File: config.mk
export PLATFORM = sky130hd
export DESIGN_NAME = acq_pacer
export DESIGN_NICKNAME = d
export VERILOG_FILES = /design/src/rtl/acq_pacer_pkg.sv /design/src/rtl/acq_pacer_bytereg.sv /design/src/rtl/acq_pacer_rategen.sv /design/src/rtl/acq_pacer_smpcnt.sv /design/src/rtl/acq_pacer.sv
export SDC_FILE = /design/constraint.sdc
export NUM_CORES = 1
export LEC_CHECK = 0
export BUFFER_PORTS_ARGS = -buffer_cell sky130_fd_sc_hd__buf_2
export CAP_MARGIN = 20
export CORE_MARGIN = 1.5
export CORE_UTILIZATION = 30
export DETAILED_ROUTE_END_ITERATION = 7
export PLACE_DENSITY = 0.43
export SLEW_MARGIN = 20
export SYNTH_ARGS = -nofsm -noshare
export SYNTH_HDL_FRONTEND = slang
export SYNTH_SLANG_ARGS = --single-unit
File: constraint.sdc
create_clock -name clk -period 7.4 [get_ports clk]
set_clock_uncertainty 0.2 [all_clocks]
set_input_delay 0 -clock clk [delete_from_list [all_inputs] [get_ports clk]]
set_output_delay 0 -clock clk [all_outputs]
set_load 0.05 [all_outputs]
File: src/rtl/acq_pacer_pkg.sv
package acq_pacer_pkg;

    localparam int BYTE_W = 8;

    typedef enum logic [1:0] {
        ADDR_IVL = 2'd0,
        ADDR_SMP = 2'd1,
        ADDR_RSV = 2'd2,
        ADDR_CTL = 2'd3
    } addr_e;

    // Layout of a control byte: counter select, byte access, mode, decimal flag.
    typedef struct packed {
        logic [1:0] sel;
        logic [1:0] access;
        logic [2:0] mode;
        logic       bcd;
    } ctl_word_t;

    localparam logic [1:0] SEL_IVL   = 2'b00;
    localparam logic [1:0] SEL_SMP   = 2'b01;
    localparam logic [1:0] ACC_LOHI  = 2'b11;
    localparam logic [2:0] MODE_RATE = 3'd2;
    localparam logic [2:0] MODE_TERM = 3'd0;

    function automatic logic is_ivl_cw(input ctl_word_t w);
        return (w.sel == SEL_IVL) && (w.access == ACC_LOHI) &&
               (w.mode == MODE_RATE) && !w.bcd;
    endfunction

    function automatic logic is_smp_cw(input ctl_word_t w);
        return (w.sel == SEL_SMP) && (w.access == ACC_LOHI) &&
               (w.mode == MODE_TERM) && !w.bcd;
    endfunction

endpackage

File: src/rtl/acq_pacer_bytereg.sv
// Assembles a count from byte writes, least significant byte first.
module acq_pacer_bytereg
    import acq_pacer_pkg::*;
#(
    parameter int CNT_W = 16
) (
    input  logic             clk,
    input  logic             rst_n,
    input  logic             clr,
    input  logic             wr,
    input  logic [7:0]       din,
    output logic             load,
    output logic [CNT_W-1:0] word
);
    localparam int NBYTES = CNT_W / BYTE_W;
    localparam int IDX_W  = (NBYTES > 1) ? $clog2(NBYTES) : 1;

    typedef struct packed {
        logic [IDX_W-1:0] idx;
        logic [CNT_W-1:0] hold;
        logic             load;
        logic [CNT_W-1:0] word;
    } st_t;

    st_t q, d;

    always_comb begin
        d      = q;
        d.load = 1'b0;
        if (clr) begin
            d.idx = '0;
        end else if (wr) begin
            d.hold[int'(q.idx)*BYTE_W +: BYTE_W] = din;
            if (q.idx == IDX_W'(NBYTES-1)) begin
                d.idx  = '0;
                d.load = 1'b1;
                d.word = d.hold;
            end else begin
                d.idx = q.idx + 1'b1;
            end
        end
    end

    always_ff @(posedge clk or negedge rst_n) begin
        if (!rst_n) q <= '0;
        else        q <= d;
    end

    assign load = q.load;
    assign word = q.word;

endmodule

File: src/rtl/acq_pacer_rategen.sv
// Rate generator: strobe low for one tick period every N ticks.
module acq_pacer_rategen #(
    parameter int CNT_W = 16
) (
    input  logic             clk,
    input  logic             rst_n,
    input  logic             park,
    input  logic             load,
    input  logic [CNT_W-1:0] load_val,
    input  logic             tick,
    input  logic             arm,
    input  logic             halt,
    output logic             fire,
    output logic             out_n
);
    typedef struct packed {
        logic [CNT_W-1:0] cnt;
        logic [CNT_W-1:0] reload;
        logic             loaded;
        logic             out_n;
    } st_t;

    st_t q, d;

    always_comb begin
        d    = q;
        fire = 1'b0;
        if (park) begin
            d.out_n  = 1'b1;
            d.loaded = 1'b0;
            d.cnt    = '0;
            d.reload = '0;
        end else if (load) begin
            d.cnt    = load_val;
            d.reload = load_val;
            d.loaded = 1'b1;
            d.out_n  = 1'b1;
        end else if (!arm) begin
            d.out_n = 1'b1;
            d.cnt   = q.reload;
        end else if (halt) begin
            if (tick) d.out_n = 1'b1;
        end else if (q.loaded && tick) begin
            if (q.cnt == CNT_W'(1)) begin
                d.out_n = 1'b1;
                d.cnt   = q.reload;
            end else if (q.cnt == CNT_W'(2)) begin
                d.out_n = 1'b0;
                d.cnt   = CNT_W'(1);
                fire    = 1'b1;
            end else begin
                d.cnt = q.cnt - 1'b1;
            end
        end
    end

    always_ff @(posedge clk or negedge rst_n) begin
        if (!rst_n) q <= '{cnt: '0, reload: '0, loaded: 1'b0, out_n: 1'b1};
        else        q <= d;
    end

    assign out_n = q.out_n;

endmodule

File: src/rtl/acq_pacer_smpcnt.sv
// Sample counter: counts strobes from M-1 down, halts the pacer on the M-th.
module acq_pacer_smpcnt #(
    parameter int CNT_W = 16
) (
    input  logic             clk,
    input  logic             rst_n,
    input  logic             park_smp,
    input  logic             park_ivl,
    input  logic             load,
    input  logic [CNT_W-1:0] load_val,
    input  logic             strobe,
    output logic             halt,
    output logic             done_pulse,
    output logic             done_flag
);
    typedef struct packed {
        logic [CNT_W-1:0] cnt;
        logic             loaded;
        logic             halt;
        logic             pulse;
        logic             flag;
    } st_t;

    st_t q, d;

    always_comb begin
        d       = q;
        d.pulse = 1'b0;
        if (park_smp) begin
            d.loaded = 1'b0;
            d.flag   = 1'b0;
            d.halt   = 1'b0;
            d.cnt    = '0;
        end else begin
            if (park_ivl) d.halt = 1'b0;
            if (load) begin
                d.cnt    = load_val;
                d.loaded = 1'b1;
            end else if (strobe && q.loaded) begin
                if (q.cnt == '0) begin
                    d.loaded = 1'b0;
                    d.halt   = 1'b1;
                    d.flag   = 1'b1;
                    d.pulse  = 1'b1;
                end else begin
                    d.cnt = q.cnt - 1'b1;
                end
            end
        end
    end

    always_ff @(posedge clk or negedge rst_n) begin
        if (!rst_n) q <= '0;
        else        q <= d;
    end

    assign halt       = q.halt;
    assign done_pulse = q.pulse;
    assign done_flag  = q.flag;

endmodule

File: src/rtl/acq_pacer.sv
module acq_pacer
    import acq_pacer_pkg::*;
#(
    parameter int CNT_W = 16
) (
    input  logic       clk,
    input  logic       rst_n,
    input  logic       wr_en,
    input  logic [1:0] wr_addr,
    input  logic [7:0] wr_data,
    input  logic       tb_sel,
    input  logic       tick_ref,
    input  logic       tick_aux,
    input  logic       arm,
    output logic       conv_n,
    output logic       done_pulse,
    output logic       done_flag
);
    localparam int NCNT = 2;

    ctl_word_t        cw;
    logic             ctl_wr;
    logic [NCNT-1:0]  park_v;
    logic [NCNT-1:0]  dwr_v;
    logic [NCNT-1:0]  ld_v;
    logic [CNT_W-1:0] word_v [NCNT];
    logic             tick_sel;
    logic             fire;
    logic             smp_halt;

    assign cw       = ctl_word_t'(wr_data);
    assign ctl_wr   = wr_en && (wr_addr == ADDR_CTL);
    assign park_v[0] = ctl_wr && is_ivl_cw(cw);
    assign park_v[1] = ctl_wr && is_smp_cw(cw);
    assign dwr_v[0]  = wr_en && (wr_addr == ADDR_IVL);
    assign dwr_v[1]  = wr_en && (wr_addr == ADDR_SMP);
    assign tick_sel  = tb_sel ? tick_aux : tick_ref;

    for (genvar g = 0; g < NCNT; g++) begin : g_ld
        acq_pacer_bytereg #(.CNT_W(CNT_W)) i_bytereg (
            .clk  (clk),
            .rst_n(rst_n),
            .clr  (park_v[g]),
            .wr   (dwr_v[g]),
            .din  (wr_data),
            .load (ld_v[g]),
            .word (word_v[g])
        );
    end

    acq_pacer_rategen #(.CNT_W(CNT_W)) i_rategen (
        .clk     (clk),
        .rst_n   (rst_n),
        .park    (park_v[0]),
        .load    (ld_v[0]),
        .load_val(word_v[0]),
        .tick    (tick_sel),
        .arm     (arm),
        .halt    (smp_halt),
        .fire    (fire),
        .out_n   (conv_n)
    );

    acq_pacer_smpcnt #(.CNT_W(CNT_W)) i_smpcnt (
        .clk       (clk),
        .rst_n     (rst_n),
        .park_smp  (park_v[1]),
        .park_ivl  (park_v[0]),
        .load      (ld_v[1]),
        .load_val  (word_v[1]),
        .strobe    (fire),
        .halt      (smp_halt),
        .done_pulse(done_pulse),
        .done_flag (done_flag)
    );

endmodule

==> run summary <==
Worst vdd ir - 133 uV
CP max FO - 17
Status - finished, final reports clean
Worst EP required - 7.44 ns
Clock Path Buffers - 2
Synth Register Bits - 106
Placer congestion estimate - 0.807
Final hold violation count - 0
RSZ-0062 raised after global routing - no
Slew at the pin closest to its max-slew limit - 0.956 ns
Top-area cell type share of the netlist area - 0.505
Post-route ant nets - 0
Most frequent cell after synthesis - nand2_1
Maxcap violations - 0
Drt pass-1 iters - 5
CORE AREA - 16800 um^2
Fin crit share - 0.430
Netlist Area Pre-Place - 5210 um^2
PortBufs - 19
Clock transition at the registers of the reported paths - 0.07 ns
Fin. max-slew vios - 0
CTS sink count - 106
DR WL/cell - 17.3 um
DR top layer - met4
Power Dens Cells - 364 nW/um^2
Sequential area share after synthesis - 0.510
Synth top cells by count - nand2_1, dfrtp_1, nor2_1
Hpwl dp - 9560 um
# DRC - 0
Chip width - 135 um
Synthesized Nets - 581
Filler cells - 1744
Min Tclk post-route - 3.18 ns
Die area - 18200 um^2
Num CTS Buffers - 9
Warnings from Yosys - 0
Drt total wl - 14000 um
Routed length on met2 - 6070 um
CTS tree - built
DR vias - 4218
GRT Overall Usage - 0.165
GRT overflow - 0
CTS root buf - clkbuf_16
P&R area growth vs syn - 15.6%
Unique cell type count in the Yosys netlist - 60
# IOs - 20
Slew headroom - 0.363
CP arrival - 3.22 ns
CP startpoint kind - input pin
Ant diodes - 0
Pleak - 0.00256 uW
Hold Path Class - input pin to flip-flop
Starting Density - 0.311
Top post-synthesis cells by area - dfrtp_1, nand2_1, nor2_1
Worst skew pair latency - 0.36 ns
Most used DFF post-synth - dfrtp_1
FFs w/ async S/R, synth - 1.00
Final Non-Filler Cells - 806
Fin Setup TNS - 0 ns
Die H - 135 um
Std cell rows - 47
Wire length on met3 - 544 um
M1 WL - 7160 um
Gate Count Post-Synth - 559
WS Path Type - input pin to flip-flop
Setup-failing EPs final - 0
Share of cells above drive strength 1 - 0.116
Post-CTS Resized - 0
Final net count - 603
# H-tree levels - 3
FMAX - 0.315 GHz
First-pass GRT wire length - 22900 um
Crit. End Element - flip-flop
Inst Count DP - 774
Drt via density - 5.23
Largest net degree at the start of global routing - 74
Number of antenna violations at the first check in global routing - 0
EDFF count, synth - 0
Number of DRC markers in iteration 0 - 305
Number of global-route vias before repair - 4111
Avg Synthesized Cell Area - 9.32 um^2
Top cell type by total area after synthesis - dfrtp_1
==> flip-flops by register name, indices dropped and copies added (netlist names) <==
register,flops
i_rategen.q,33
g_ld.i_bytereg.word,32
g_ld.i_bytereg.q,18
i_smpcnt.q,17
g_ld.i_bytereg.load,2
i_rategen.out_n,1
i_smpcnt.done_flag,1
i_smpcnt.done_pulse,1
i_smpcnt.halt,1
==> critical path: stages <==
cell	delay (ns)
dlygate4sd3_1	0.53
buf_2	0.17
nor4bb_1	0.58
and3_1	0.71
or3_1	0.55
or3_1	0.29
nor4_1	0.08
a311o_1	0.29
==> metrics by stage <==
stage          setup slack, ns   util  instance area [um^2]  total power [uW]  hold slack [ns]
3_5_place_dp              4.40  0.328                  5500              1630           -0.212
3_3_place_gp              4.46  0.328                  5500              1620           -0.214
2_1_floorplan             4.84      -                  5210              1440           -0.496
4_1_cts                   4.23  0.359                  6020              2210          0.00477
6_report                  4.22  0.359                  6020              2190          0.00328
5_1_grt                   3.93  0.359                  6020              2350           0.0694
==> cell type report <==
type                       instances  area (um^2)  area share
tap                              220          275      0.0457
multi-input combinational        414         2400       0.399
clock buffer                       9          225      0.0374
sequential                       106         2650       0.441
clock inverter                     7          123      0.0204
timing repair buffer              40          305      0.0507
inverter                          10         37.5     0.00624
==> cells by family (layout without fill, tap and decap cells) <==
kind of cell | after synthesis | in the layout | synth area share
buffers and inverters | 39 | 66 | 0.0296
DFF | 106 | 106 | 0.510
and+or+nand+nor | 270 | 270 | 0.244
adders and majority gates | 5 | 5 | 0.0120
muxes | 27 | 27 | 0.0557
xor gates and xnor gates | 17 | 17 | 0.0286
AOI/OAI and AO/OA | 95 | 95 | 0.121
==> power by group <==
group / leakage [uW] / switching, uW / internal (uW)
Sequential: 0.00130 / 222 / 833
Clock: 0.000163 / 228 / 333
Combinational: 0.00110 / 306 / 269
==> per-layer routing <==
layer | up-vias | global-route usage
met5 | - | 0
met4 | 0 | 0.0562
met3 | 13 | 0.0274
met2 | 101 | 0.243
met1 | 2089 | 0.246
li1 | 2015 | -
==> what timing repair did <==
item / 4_1_cts / 5_1_grt
hold buffers: 16 / 0
buffers inserted: 0 / 0
hold endpoints to repair: 69 / 0
==> placed cells by master, fill, tap and decap left out, drive strengths merged, types with 3 or more instances in the layout <==
| cell | synthesis | final |
|---|---|---|
| a21oi | 19 | 19 |
| a31oi | 6 | 6 |
| and3 | 4 | 4 |
| buf | 8 | 25 |
| bufinv | 0 | 3 |
| clkbuf | 21 | 9 |
| dfrtp | 105 | 105 |
| dlygate4sd3 | 0 | 15 |
| ha | 5 | 5 |
| inv | 8 | 10 |
| mux2 | 16 | 16 |
| mux2i | 11 | 11 |
| nand2 | 115 | 115 |
| nand3 | 10 | 10 |
| nand4 | 3 | 3 |
| nor2 | 65 | 65 |
| nor2b | 3 | 3 |
| nor3 | 17 | 17 |
| nor3b | 3 | 3 |
| nor4 | 16 | 16 |
| nor4b | 3 | 3 |
| o211ai | 8 | 8 |
| o21ai | 25 | 25 |
| o22ai | 8 | 8 |
| o31ai | 11 | 11 |
| or3 | 11 | 11 |
| or4 | 8 | 8 |
| xnor2 | 14 | 14 |
| xor2 | 3 | 3 |
==> final timing paths <==
path | start | end | slack [ns] | depth (start not counted)
setup reg to reg | i_rategen.q[21]$_DFFE_PN0P_ | i_smpcnt.q[9]$_DFFE_PN0P_ | 4.39 | 6
max in group asynchronous | rst_n | i_smpcnt.q[9]$_DFFE_PN0P_ | 5.52 | 4
hold / removal | tick_ref | i_rategen.out_n$_DFFE_PN1P_ | 0.003 | 4
hold reg to reg | g_ld[1].i_bytereg.q[21]$_DFFE_PN0P_ | g_ld[1].i_bytereg.word[4]$_DFFE_PN0P_ | 0.27 | 2
min in group asynchronous | rst_n | i_rategen.out_n$_DFFE_PN1P_ | 0.52 | 3
setup / recovery | wr_data[0] | i_smpcnt.q[13]$_DFFE_PN0P_ | 4.22 | 8
Power figures use the tool's default switching activity.
